**src/rtl/ip_pkg.sv**
```systemverilog
package ip_pkg;

  typedef enum logic [2:0] {
    ST_PFX, ST_OP2, ST_MODRM, ST_SIB, ST_DISP, ST_IMM, ST_DONE, ST_DROP
  } seq_st_e;

  typedef struct packed {
    logic        two_byte;
    logic [15:0] opcode;
    logic        modrm_v;
    logic [7:0]  modrm;
    logic        sib_v;
    logic [7:0]  sib;
    logic [31:0] disp;
    logic [31:0] imm;
  } body_t;

  localparam logic [7:0] BYTE_ESC = 8'h0F;

  // lock/repeat group code: 0 none, 1 lock, 2 rep-ne, 3 rep
  function automatic logic [1:0] lockrep_code(input logic [7:0] b);
    case (b)
      8'hF0:   return 2'd1;
      8'hF2:   return 2'd2;
      8'hF3:   return 2'd3;
      default: return 2'd0;
    endcase
  endfunction

  // segment group code: 0 none, 1 CS, 2 SS
  function automatic logic [1:0] seg_code(input logic [7:0] b);
    case (b)
      8'h2E:   return 2'd1;
      8'h36:   return 2'd2;
      default: return 2'd0;
    endcase
  endfunction

  function automatic logic [2:0] imm_bytes(input logic [1:0] c);
    return (c == 2'd3) ? 3'd4 : {1'b0, c};
  endfunction

  function automatic logic sib_follows(input logic [1:0] md, input logic [2:0] rm);
    return (md != 2'b11) && (rm == 3'b100);
  endfunction

  function automatic logic [2:0] disp_for(input logic [1:0] md, input logic no_base);
    case (md)
      2'b01:   return 3'd1;
      2'b10:   return 3'd4;
      2'b00:   return no_base ? 3'd4 : 3'd0;
      default: return 3'd0;
    endcase
  endfunction

  function automatic seq_st_e after_opcode(input logic has_m, input logic [1:0] ic);
    if (has_m)                return ST_MODRM;
    if (imm_bytes(ic) != 3'd0) return ST_IMM;
    return ST_DONE;
  endfunction

  function automatic seq_st_e after_addr(input logic [2:0] dsz, input logic [2:0] isz);
    if (dsz != 3'd0) return ST_DISP;
    if (isz != 3'd0) return ST_IMM;
    return ST_DONE;
  endfunction

endpackage

```
**src/rtl/ip_prefix_acc.sv**
```systemverilog
module ip_prefix_acc import ip_pkg::*; #(
  parameter  int MAX_PFX = 4,
  localparam int CNT_W   = $clog2(MAX_PFX + 1)
) (
  input  logic       clk,
  input  logic       rst_n,
  input  logic       clr,
  input  logic       take,
  input  logic [7:0] byt,
  output logic       is_pfx,
  output logic       full,
  output logic [1:0] lockrep,
  output logic [1:0] seg,
  output logic       dup
);

  logic [CNT_W-1:0] cnt;
  logic [1:0]       lr_in, sg_in;

  assign lr_in  = lockrep_code(byt);
  assign sg_in  = seg_code(byt);
  assign is_pfx = (lr_in != 2'd0) || (sg_in != 2'd0);
  assign full   = (cnt == CNT_W'(MAX_PFX));

  always_ff @(posedge clk or negedge rst_n) begin
    if (!rst_n) begin
      cnt <= '0; lockrep <= '0; seg <= '0; dup <= 1'b0;
    end else if (clr) begin
      cnt <= '0; lockrep <= '0; seg <= '0; dup <= 1'b0;
    end else if (take) begin
      cnt <= cnt + 1'b1;
      if (lr_in != 2'd0) begin
        if (lockrep != 2'd0) dup <= 1'b1;
        lockrep <= lr_in;
      end
      if (sg_in != 2'd0) begin
        if (seg != 2'd0) dup <= 1'b1;
        seg <= sg_in;
      end
    end
  end

  p_pfx_cnt_r3: assert property (@(posedge clk) disable iff (!rst_n)
    cnt <= CNT_W'(MAX_PFX));

  p_take_when_room_r3: assert property (@(posedge clk) disable iff (!rst_n)
    (take && !clr) |=> (cnt != '0));

endmodule

```
**src/rtl/ip_field_seq.sv**
```systemverilog
module ip_field_seq import ip_pkg::*; #(
  parameter int LEN_W = 5
) (
  input  logic             clk,
  input  logic             rst_n,
  input  logic             acc,
  input  logic             sop,
  input  logic [7:0]       byt,
  input  logic             attr_modrm,
  input  logic [1:0]       attr_imm,
  input  logic             is_pfx,
  input  logic             pfx_full,
  input  logic             hold_free,
  output logic             take_pfx,
  output logic             err,
  output logic             done,
  output logic             release_rec,
  output body_t            body,
  output logic [LEN_W-1:0] len_o
);

  seq_st_e          st, st_eff;
  body_t            wk;
  logic [2:0]       dsz, isz, d_modrm, d_sib;
  logic [1:0]       bcnt;
  logic [LEN_W-1:0] len;
  logic             at_head, clr_all, last_chunk;

  // a start marker seen while discarding turns the byte into a fresh head byte
  assign st_eff      = (st == ST_DROP && sop) ? ST_PFX : st;
  assign at_head     = (st_eff == ST_PFX);
  assign take_pfx    = acc && at_head && is_pfx && !pfx_full;
  assign err         = acc && at_head && is_pfx && pfx_full;
  assign done        = (st == ST_DONE);
  assign release_rec = done && hold_free;
  assign clr_all     = err || release_rec;

  assign d_modrm    = disp_for(byt[7:6], byt[2:0] == 3'b101);
  assign d_sib      = disp_for(wk.modrm[7:6], byt[2:0] == 3'b101);
  assign last_chunk = ({1'b0, bcnt} == (((st == ST_DISP) ? dsz : isz) - 3'd1));

  always_ff @(posedge clk or negedge rst_n) begin
    if (!rst_n) begin
      st <= ST_PFX; wk <= '0; dsz <= '0; isz <= '0; bcnt <= '0; len <= '0;
    end else if (clr_all) begin
      wk <= '0; dsz <= '0; isz <= '0; bcnt <= '0; len <= '0;
      st <= err ? ST_DROP : ST_PFX;
    end else if (acc) begin
      if (st_eff != ST_DROP) len <= len + 1'b1;
      case (st_eff)
        ST_PFX: begin
          if (is_pfx) begin
            st <= ST_PFX;
          end else begin
            wk.opcode <= {8'h00, byt};
            if (byt == BYTE_ESC) begin
              wk.two_byte <= 1'b1;
              st          <= ST_OP2;
            end else begin
              isz <= imm_bytes(attr_imm);
              st  <= after_opcode(attr_modrm, attr_imm);
            end
          end
        end
        ST_OP2: begin
          wk.opcode <= {wk.opcode[7:0], byt};
          isz       <= imm_bytes(attr_imm);
          st        <= after_opcode(attr_modrm, attr_imm);
        end
        ST_MODRM: begin
          wk.modrm_v <= 1'b1;
          wk.modrm   <= byt;
          dsz        <= d_modrm;
          st         <= sib_follows(byt[7:6], byt[2:0]) ? ST_SIB : after_addr(d_modrm, isz);
        end
        ST_SIB: begin
          wk.sib_v <= 1'b1;
          wk.sib   <= byt;
          dsz      <= d_sib;
          st       <= after_addr(d_sib, isz);
        end
        ST_DISP: begin
          wk.disp[{bcnt, 3'b000} +: 8] <= byt;
          if (last_chunk) begin
            bcnt <= '0;
            st   <= (isz != 3'd0) ? ST_IMM : ST_DONE;
          end else begin
            bcnt <= bcnt + 2'd1;
          end
        end
        ST_IMM: begin
          wk.imm[{bcnt, 3'b000} +: 8] <= byt;
          if (last_chunk) begin
            bcnt <= '0;
            st   <= ST_DONE;
          end else begin
            bcnt <= bcnt + 2'd1;
          end
        end
        default: ;
      endcase
    end
  end

  assign body  = wk;
  assign len_o = len;

  p_err_drop_r3: assert property (@(posedge clk) disable iff (!rst_n)
    err |=> (st == ST_DROP));

  p_no_accept_done_r11: assert property (@(posedge clk) disable iff (!rst_n)
    done |-> !acc);

  p_chunk_bound_r8: assert property (@(posedge clk) disable iff (!rst_n)
    (st == ST_DISP || st == ST_IMM) |-> ({1'b0, bcnt} < ((st == ST_DISP) ? dsz : isz)));

endmodule

```
**src/rtl/ip_rec_hold.sv**
```systemverilog
module ip_rec_hold import ip_pkg::*; #(
  parameter int LEN_W = 5
) (
  input  logic             clk,
  input  logic             rst_n,
  input  logic             load,
  input  logic             ready,
  input  body_t            body_i,
  input  logic [1:0]       lr_i,
  input  logic [1:0]       seg_i,
  input  logic             dup_i,
  input  logic [LEN_W-1:0] len_i,
  output logic             valid,
  output body_t            body_o,
  output logic [1:0]       lr_o,
  output logic [1:0]       seg_o,
  output logic             dup_o,
  output logic [LEN_W-1:0] len_o
);

  always_ff @(posedge clk or negedge rst_n) begin
    if (!rst_n) begin
      valid <= 1'b0; body_o <= '0; lr_o <= '0; seg_o <= '0; dup_o <= 1'b0; len_o <= '0;
    end else if (load) begin
      valid  <= 1'b1;
      body_o <= body_i;
      lr_o   <= lr_i;
      seg_o  <= seg_i;
      dup_o  <= dup_i;
      len_o  <= len_i;
    end else if (valid && ready) begin
      valid <= 1'b0;
    end
  end

  p_hold_stable_r11: assert property (@(posedge clk) disable iff (!rst_n)
    (valid && !ready) |=> (valid && $stable(body_o) && $stable(len_o) && $stable(lr_o) && $stable(seg_o)));

  p_len_nonzero_r10: assert property (@(posedge clk) disable iff (!rst_n)
    load |-> (len_i != '0));

endmodule

```
**src/rtl/instr_parser.sv**
```systemverilog
module instr_parser import ip_pkg::*; #(
  parameter  int MAX_PFX = 4,
  localparam int MAX_LEN = MAX_PFX + 12,
  localparam int LEN_W   = $clog2(MAX_LEN + 1)
) (
  input  logic             clk,
  input  logic             rst_n,
  input  logic             in_valid,
  output logic             in_ready,
  input  logic [7:0]       in_byte,
  input  logic             in_sop,
  input  logic             attr_modrm,
  input  logic [1:0]       attr_imm,
  output logic             out_valid,
  input  logic             out_ready,
  output logic [1:0]       out_lockrep,
  output logic [1:0]       out_seg,
  output logic             out_dup,
  output logic             out_two_byte,
  output logic [15:0]      out_opcode,
  output logic             out_modrm_v,
  output logic [1:0]       out_mod,
  output logic [2:0]       out_reg,
  output logic [2:0]       out_rm,
  output logic             out_sib_v,
  output logic [1:0]       out_scale,
  output logic [2:0]       out_index,
  output logic [2:0]       out_base,
  output logic [31:0]      out_disp,
  output logic [31:0]      out_imm,
  output logic [LEN_W-1:0] out_len,
  output logic             err_flag
);

  logic             acc, is_pfx, pfx_full, take_pfx, err, seq_done, release_rec;
  logic [1:0]       lr_w, seg_w;
  logic             dup_w;
  body_t            body_w, body_q;
  logic [LEN_W-1:0] len_w;

  assign in_ready = !seq_done && !out_valid;
  assign acc      = in_valid && in_ready;

  ip_prefix_acc #(.MAX_PFX(MAX_PFX)) u_pfx (
    .clk(clk), .rst_n(rst_n), .clr(err || release_rec), .take(take_pfx), .byt(in_byte),
    .is_pfx(is_pfx), .full(pfx_full), .lockrep(lr_w), .seg(seg_w), .dup(dup_w)
  );

  ip_field_seq #(.LEN_W(LEN_W)) u_seq (
    .clk(clk), .rst_n(rst_n), .acc(acc), .sop(in_sop), .byt(in_byte),
    .attr_modrm(attr_modrm), .attr_imm(attr_imm), .is_pfx(is_pfx), .pfx_full(pfx_full),
    .hold_free(!out_valid), .take_pfx(take_pfx), .err(err), .done(seq_done),
    .release_rec(release_rec), .body(body_w), .len_o(len_w)
  );

  ip_rec_hold #(.LEN_W(LEN_W)) u_hold (
    .clk(clk), .rst_n(rst_n), .load(release_rec), .ready(out_ready),
    .body_i(body_w), .lr_i(lr_w), .seg_i(seg_w), .dup_i(dup_w), .len_i(len_w),
    .valid(out_valid), .body_o(body_q), .lr_o(out_lockrep), .seg_o(out_seg),
    .dup_o(out_dup), .len_o(out_len)
  );

  always_ff @(posedge clk or negedge rst_n) begin
    if (!rst_n) err_flag <= 1'b0;
    else        err_flag <= err;
  end

  assign out_two_byte = body_q.two_byte;
  assign out_opcode   = body_q.opcode;
  assign out_modrm_v  = body_q.modrm_v;
  assign out_mod      = body_q.modrm[7:6];
  assign out_reg      = body_q.modrm[5:3];
  assign out_rm       = body_q.modrm[2:0];
  assign out_sib_v    = body_q.sib_v;
  assign out_scale    = body_q.sib[7:6];
  assign out_index    = body_q.sib[5:3];
  assign out_base     = body_q.sib[2:0];
  assign out_disp     = body_q.disp;
  assign out_imm      = body_q.imm;

  p_sib_rule_r7: assert property (@(posedge clk) disable iff (!rst_n)
    out_valid |-> (out_sib_v == (out_modrm_v && out_mod != 2'b11 && out_rm == 3'b100)));

  p_reg_mode_nodisp_r8: assert property (@(posedge clk) disable iff (!rst_n)
    (out_valid && out_modrm_v && out_mod == 2'b11) |-> (out_disp == 32'h0));

  p_no_addr_clean_r6: assert property (@(posedge clk) disable iff (!rst_n)
    (out_valid && !out_modrm_v) |-> (!out_sib_v && out_disp == 32'h0 && out_mod == 2'b00));

  p_record_due_r12: assert property (@(posedge clk) disable iff (!rst_n)
    (seq_done && !out_valid) |=> out_valid);

  p_len_bound_r10: assert property (@(posedge clk) disable iff (!rst_n)
    out_valid |-> (out_len <= LEN_W'(MAX_LEN)));

  p_err_pulse_r3: assert property (@(posedge clk) disable iff (!rst_n)
    err_flag |=> !err_flag);

endmodule

```
**config.mk**
```make
export PLATFORM = sky130hd
export DESIGN_NAME = instr_parser
export DESIGN_NICKNAME = d
export VERILOG_FILES = /design/src/rtl/ip_pkg.sv /design/src/rtl/ip_prefix_acc.sv /design/src/rtl/ip_field_seq.sv /design/src/rtl/ip_rec_hold.sv /design/src/rtl/instr_parser.sv
export SDC_FILE = /design/constraint.sdc
export NUM_CORES = 1
export LEC_CHECK = 0
export BUFFER_PORTS_ARGS = -buffer_cell sky130_fd_sc_hd__buf_2
export CAP_MARGIN = 20
export CORE_MARGIN = 10
export CORE_UTILIZATION = 45
export DETAILED_ROUTE_END_ITERATION = 8
export REMOVE_ABC_BUFFERS = 1
export SETUP_SLACK_MARGIN = 0.2
export SLEW_MARGIN = 10
export SYNTH_ARGS = -nofsm -noshare
export SYNTH_HDL_FRONTEND = slang
export SYNTH_SLANG_ARGS = --single-unit
```
**constraint.sdc**
```tcl
create_clock -name clk -period 5.5 [get_ports clk]
set_input_delay 0.55 -clock clk [delete_from_list [all_inputs] [get_ports clk]]
set_output_delay 0.55 -clock clk [all_outputs]
set_load 0.02 [all_outputs]
```
# [Yosys cells after proc, flatten, opt, wreduce, memory -nomap -nowiden]
# Cells that the tools add are included.
[totals] register_bits=234 input_bits=16 output_inout_bits=112 wordCells=236
[classes] n_addsub=5 eq_ne=30 shift=2 n_mux=112 n_reduce_logical=56
[op_table] op="two-way mux 99 bit" n=2
[op_table] op="two-way mux 3 bit" n=34
[op_table] op="bitwise mux 32 bit" n=2
[op_table] op="two-way mux 32 bit" n=2
[op_table] op="two-way mux 1 bit" n=47
[op_table] op="nonzero test 2 bit" n=17
[op_table] op="case mux 16 bit (2 select lines)" n=1
[op_table] op="variable shift 8 x 7 -> 32 bit (first input constant)" n=1
[op_table] op="variable part select 8 x 7 -> 32 bit" n=1
[op_table] op="equality test 3 bit (second input constant)" n=8
[op_table] op="equality test 8 bit (second input constant)" n=3
[op_table] op="two-way mux 2 bit" n=11
[op_table] op="two-way mux 9 bit" n=2
[op_table] op="case mux 3 bit (3 select lines)" n=2
[op_table] op="case mux 3 bit (6 select lines)" n=1
[op_table] op="AND reduction 2 bit" n=9
[op_table] op="nonzero test 3 bit" n=6
[op_table] op="two-way mux 17 bit" n=1
[op_table] op="equality test 8 x 6 -> 1 bit (second input constant)" n=2
[op_table] op="two-way mux 5 bit" n=3
[op_table] op="case mux 3 bit (2 select lines)" n=2
[op_table] op="AND reduction 4 bit" n=3
[op_table] op="logical AND 1 bit" n=10
[op_table] op="inequality test 3 bit (second input constant)" n=3
[op_table] op="other kinds (22)" n=32

# [Depth between registers and ports, before layout]
[depth] ltp_word=22 mapped_depth=9 ltp_nobuf=7

# [By module]
# A second synthesis with hierarchy kept.
[hier_totals] cells_unflattened=823 hier_area_um2=10372.4
[modules_own_cells] module="ip_field_seq" n_inst=1 cells_each=533 area_each_um2=5200.0 seq_area_each_um2=2852.7
[modules_own_cells] module="ip_rec_hold" n_inst=1 cells_each=233 area_each_um2=4579.4 seq_area_each_um2=2752.6
[modules_own_cells] module="ip_prefix_acc" n_inst=1 cells_each=52 area_each_um2=541.8 seq_area_each_um2=200.2
[modules_own_cells] module="instr_parser" n_inst=1 cells_each=5 area_each_um2=51.3 seq_area_each_um2=25.0

# [Worst setup path before layout]
# No wires, ideal clock.
[synth_path] path_kind="reg2reg" from="register u_seq.st[1]" to="register u_seq.st[0]" setup_ns=0.125 t_arrival_ns=2.398 t_required_ns=5.375 setup_slack_ns=2.977 stages_incl_launch_ff=9 n_path_buf=1 synth_period_minus_slack_ns=2.523 cell_sequence="dfrtp_1 > clkbuf_1 > nor3b_2 > mux2i_1 > ha_1 > xor2_1 > nand3_1 > a211oi_1 > mux2_2"
[synth_between] elab_chain_len=10 elab_cells_between_ends=31 cone_classes="add/sub: 1; eq/ne: 11; mux: 6; reduce/logical: 13"
[synth_lines] element="start, declared" line_no="ip_field_seq.sv:22" source="seq_st_e st, st_eff;"
[synth_lines] element="start signal, assigned" line_no="ip_field_seq.sv:47" source="st <= err ? ST_DROP : ST_PFX;"
[synth_lines] element="start signal, assigned" line_no="ip_field_seq.sv:61" source="st <= after_opcode(attr_modrm, attr_imm);"
[synth_lines] element="start signal, assigned" line_no="ip_field_seq.sv:68" source="st <= after_opcode(attr_modrm, attr_imm);"
[synth_lines] element="branches (longest 10 deep; another with subtractor 3 x 1 -> 3 bit)"
# Parallel ways; which one is timed is not known. The select of a mux whose other input is x is not followed.
# A chain may end at the register's enable or synchronous reset.

# [Final worst setup path]
[layout_path] from="register u_seq.st[0]" to="register u_pfx.lockrep[1]"
[layout_between] elab_chain_len=10 elab_cells_between_ends=18 cone_classes="eq/ne: 2; mux: 2; reduce/logical: 14"
[layout_lines] element="equality test 3 bit, on equally long branches" line_no="ip_field_seq.sv:30, ip_field_seq.sv:34"
[layout_lines] element="logical AND 1 bit / logical NOT 1 bit (equally long branches)" line_no="ip_field_seq.sv:30, instr_parser.sv:41"
[layout_lines] element="two-way mux 3 bit / logical AND 1 bit (equally long branches)" line_no="ip_field_seq.sv:30, instr_parser.sv:41"
[layout_lines] element="logical NOT 3 bit / logical AND 1 bit (equally long branches)" line_no="ip_field_seq.sv:31, instr_parser.sv:42"
[layout_lines] element="logical AND 1 bit (*) (3 in a row)" line_no="ip_field_seq.sv:33" source="assign err = acc && at_head && is_pfx && pfx_full;"
[layout_lines] element="named net err" line_no="instr_parser.sv:35" source="logic acc, is_pfx, pfx_full, take_pfx, err, seq_done, release_rec;"
[layout_lines] element="logical OR 1 bit (*)" line_no="instr_parser.sv:45" source=".clk(clk), .rst_n(rst_n), .clr(err || release_rec), .take(take_pfx), .byt(in_byte),"
[layout_lines] element="nonzero test 2 bit (no source line)"
[layout_lines] element="AND reduction 2 bit (no source line)"
[layout_lines] element="end signal, assigned" line_no="ip_prefix_acc.sv:34" source="lockrep <= lr_in;"
[layout_lines] element="end, declared" line_no="ip_prefix_acc.sv:12" source="output logic [1:0] lockrep,"
# The timed path passes the listed nets; every way through them passes the cells marked *.

==> metrics.txt <==
internal power=between 3000 and 4000 uW; fraction of final layout cells sized beyond drive strength 1=34.2%; number of optimization iterations in the first detailed-route pass=5; clock tree skew after final layout=~0.0078 ns; cell total after placement=1,148; clock root buffer=sky130_fd_sc_hd__clkbuf_16; cell area after synthesis=just under 10,000 um2; final period utilization=roughly three fifths; weighted congestion reported at the end of routability-driven placement=around 0.87; die outline height=between 150 and 200 um; H-tree depth=1; Gate Count Post-Synth=775; via count of the first global-routing pass=about 7k; total power divided by cell area=approximately 460 nW/um2; Final Non-Filler Cells=1,186; buffers from clock root to sink, at most=3; RSZ-0062 raised after global routing=no; remaining max-slew budget at the tightest pin=between 30% and 40%; starting density of the core=46.2%; area of the placeable core=21,200 um2; switching pwr=between 1500 and 2000 uW; number of warnings issued by yosys=0; Avg WL per Cell=20.0 um; CTS tree=built; Worst R2R Setup Slack=~2.3 ns; net switching fraction of the power=between 30% and 40%; total inserted antenna cells=0; minimum clock period=roughly 3.2 ns; global routing usage summed across all routing layers=approximately 16%; routed via count=~6.5k; area enclosed by the die boundary=approximately 28,000 um2; wirelength, routed=23,700 um; final antenna-violating net count=0; library cells used by synthesis=just under 60; number of clock buffers inserted by TritonCTS=23; Final Hold Vio Count=0; f_max=around 0.31 GHz; async set or reset register ratio after synthesis=between 90% and 100%; category of the critical setup timing path=flip-flop to flip-flop; antenna violations before repair=0; setup-violating endpoint count in the final report=0; number of flops mapped to enable cells by yosys=0; synthesized flop and latch total=between 200 and 250; data arrival time of the worst path=about 3.6 ns; I/O pin count=128; cts repair resizes=0; Sinks on Clock Net=approximately 230; Max-cap violations=0; area after detailed placement=10,600 um2; combinational power share=about 30%; slew at the pin closest to its max-slew limit=between 1 and 1.5 ns; overflow left after global routing=0; slack of the critical path=2.28 ns; Chip Width=approximately 170 um; number of vias per cell after detailed routing=approximately 5.5; relative area change from synthesis to final layout=16.1%; Port Buf Inserts=approximately 130; design area=between 10,000 and 15,000 um2; number of placement rows=53; Final #Nets=923; crit path launch type=flip-flop; Final Util=53.6%; CP Capture Type=flip-flop; reg2reg path depth=7; endpoint required time on the critical path=5.91 ns; synthesized area divided by synthesized cell count=about 13 um2; classification of the worst-slack hold path=primary input to asynchronous set/reset pin; source-to-sink clock delay at the later pin of the worst-skew pair=between 0.5 and 0.6 ns; maximum vdd ir drop=approximately 0.00031 V; status=finished clean; CP max FO=between 40 and 50; global-route wire length before repair=roughly 38,000 um; portion of total power attributed to sequential cells=a little over two fifths; sequential-to-total area share from yosys stat=59.7%; total count of max-transition violations in the final report=0; pin count of the biggest net entering global routing=approximately 140; Residual DRC=0; most common flop cell mapped by yosys=sky130_fd_sc_hd__dfrtp_1; dpl hpwl=roughly 16,000 um; number of hold buffers added after cts=0; dpl ws=1.95 ns; leakage dissipation=about 0.0058 uW; fraction of power consumed by the clock network=28.3%; number of setup buffers added after CTS=0; Iter 0 DRT Violations=between 300 and 400; clock transition at the registers of the reported paths=about 0.070 ns
==> layout by cell type, fill, tap and decap left out, types with 10 or more instances in the layout <==
cell type                   Yosys  routed
sky130_fd_sc_hd__o21ai_0       10      10
sky130_fd_sc_hd__inv_1         12      12
sky130_fd_sc_hd__mux2_2       127     127
sky130_fd_sc_hd__buf_4          4      10
sky130_fd_sc_hd__nor3_1        11      11
sky130_fd_sc_hd__nand2_1       42      42
sky130_fd_sc_hd__a22o_1        41      41
sky130_fd_sc_hd__buf_2         15     126
sky130_fd_sc_hd__nor2_1        82      81
sky130_fd_sc_hd__a21oi_1       36      36
sky130_fd_sc_hd__dfrtp_1      233     233
sky130_fd_sc_hd__and2_1        13      13
sky130_fd_sc_hd__clkbuf_16      0      23
sky130_fd_sc_hd__mux2i_1       17      17
==> state kept, by name, summed over array words and instances (netlist names), 3 cells and up <==
signal / flops
u_hold.body_o: 99
u_seq.st: 3
u_seq.len_o: 5
u_pfx.cnt: 3
u_seq.isz: 3
u_seq.body: 99
u_hold.len_o: 5
==> through the flow <==
step / hold WS, ns / TNS, ns / power (uW)
after floorplan: 0.254 / -332.97 / 3280
after global placement: 0.471 / 0 / 3710
after detailed placement: 0.488 / 0 / 3760
after CTS: 0.210 / 0 / 5240
after global routing: 0.227 / 0 / 5470
final: 0.153 / 0 / 5190
==> kinds of logic after synthesis <==
logic type,count (synthesis),share of synthesized area (%)
DFF,233,59.7
and+or+nand+nor,202,10.0
AOI/OAI and AO/OA,125,9.37
buffers and inverters,51,2.40
xor gates and xnor gates,11,0.987
muxes,144,16.4
adders and majority gates,9,1.15
==> critical path, cell delays in order, from the launching register on <==
cell and delay (ns):
sky130_fd_sc_hd__dfrtp_1 0.64, sky130_fd_sc_hd__or3_1 0.49, sky130_fd_sc_hd__and2_1 0.22, sky130_fd_sc_hd__a2111oi_4 0.42, sky130_fd_sc_hd__or2_2 0.50, sky130_fd_sc_hd__buf_4 0.49
sky130_fd_sc_hd__o21ai_1 0.14, sky130_fd_sc_hd__a21o_1 0.19
==> synthesized netlist by cell type (6+ instances only) <==
master,n,area share (%)
sky130_fd_sc_hd__nor2_1,82,3.2
sky130_fd_sc_hd__mux2i_1,17,1.7
sky130_fd_sc_hd__nand2_1,42,1.6
sky130_fd_sc_hd__and2_1,13,0.83
sky130_fd_sc_hd__a21oi_1,36,1.8
sky130_fd_sc_hd__dfrtp_1,233,60
sky130_fd_sc_hd__nor3_1,11,0.56
sky130_fd_sc_hd__xor2_1,8,0.72
sky130_fd_sc_hd__mux2_2,127,15
sky130_fd_sc_hd__a22o_1,41,3.7
sky130_fd_sc_hd__nand3_1,9,0.46
sky130_fd_sc_hd__buf_2,15,0.77
sky130_fd_sc_hd__nand2b_1,6,0.38
sky130_fd_sc_hd__inv_1,12,0.46
sky130_fd_sc_hd__ha_1,9,1.2
sky130_fd_sc_hd__clkbuf_1,17,0.65
sky130_fd_sc_hd__o21ai_0,10,0.51
==> routing by layer <==
metal	up-vias	GRT usage, %	wire [um]
met5	-	0	0
met4	0	4.50	433
met3	34	3.60	1490
met2	177	26.9	11500
met1	3334	21.7	10400
li1	2989	-	-
==> power groups by stage <==
stage / registers [uW] / logic (uW) / clock network, uW
after floorplan: 2270 / 1010 / 0
after global placement: 2210 / 1510 / 0
after detailed placement: 2210 / 1550 / 0
after CTS: 2190 / 1550 / 1500
after global routing: 2220 / 1680 / 1570
final: 2190 / 1530 / 1470
==> cell type report <==
| type | count | area (um2) |
|---|---|---|
| multi-input combinational | 491 | 3710 |
| tap | 275 | 344 |
| sequential | 233 | 5830 |
| clock inverter | 3 | 25.0 |
| fill | 1833 | 9810 |
| inverter | 12 | 45.0 |
| timing repair buffer | 137 | 721 |
| clock buffer | 35 | 661 |
==> final timing paths <==
| kind | from | endpoint |
|---|---|---|
| worst max-delay path | u_seq.st[0] | u_pfx.lockrep[1] |
| worst min-delay path | rst_n | u_hold.body_o[19] |
| worst max register to register | u_seq.st[0] | u_pfx.lockrep[1] |
| worst min register to register | u_seq.body[98] | u_seq.body[98] |
| max in group asynchronous | rst_n | u_hold.body_o[85] |
| min in group clk | out_ready | u_hold.valid |
Note: power is estimated with default switching activity, not from simulation.
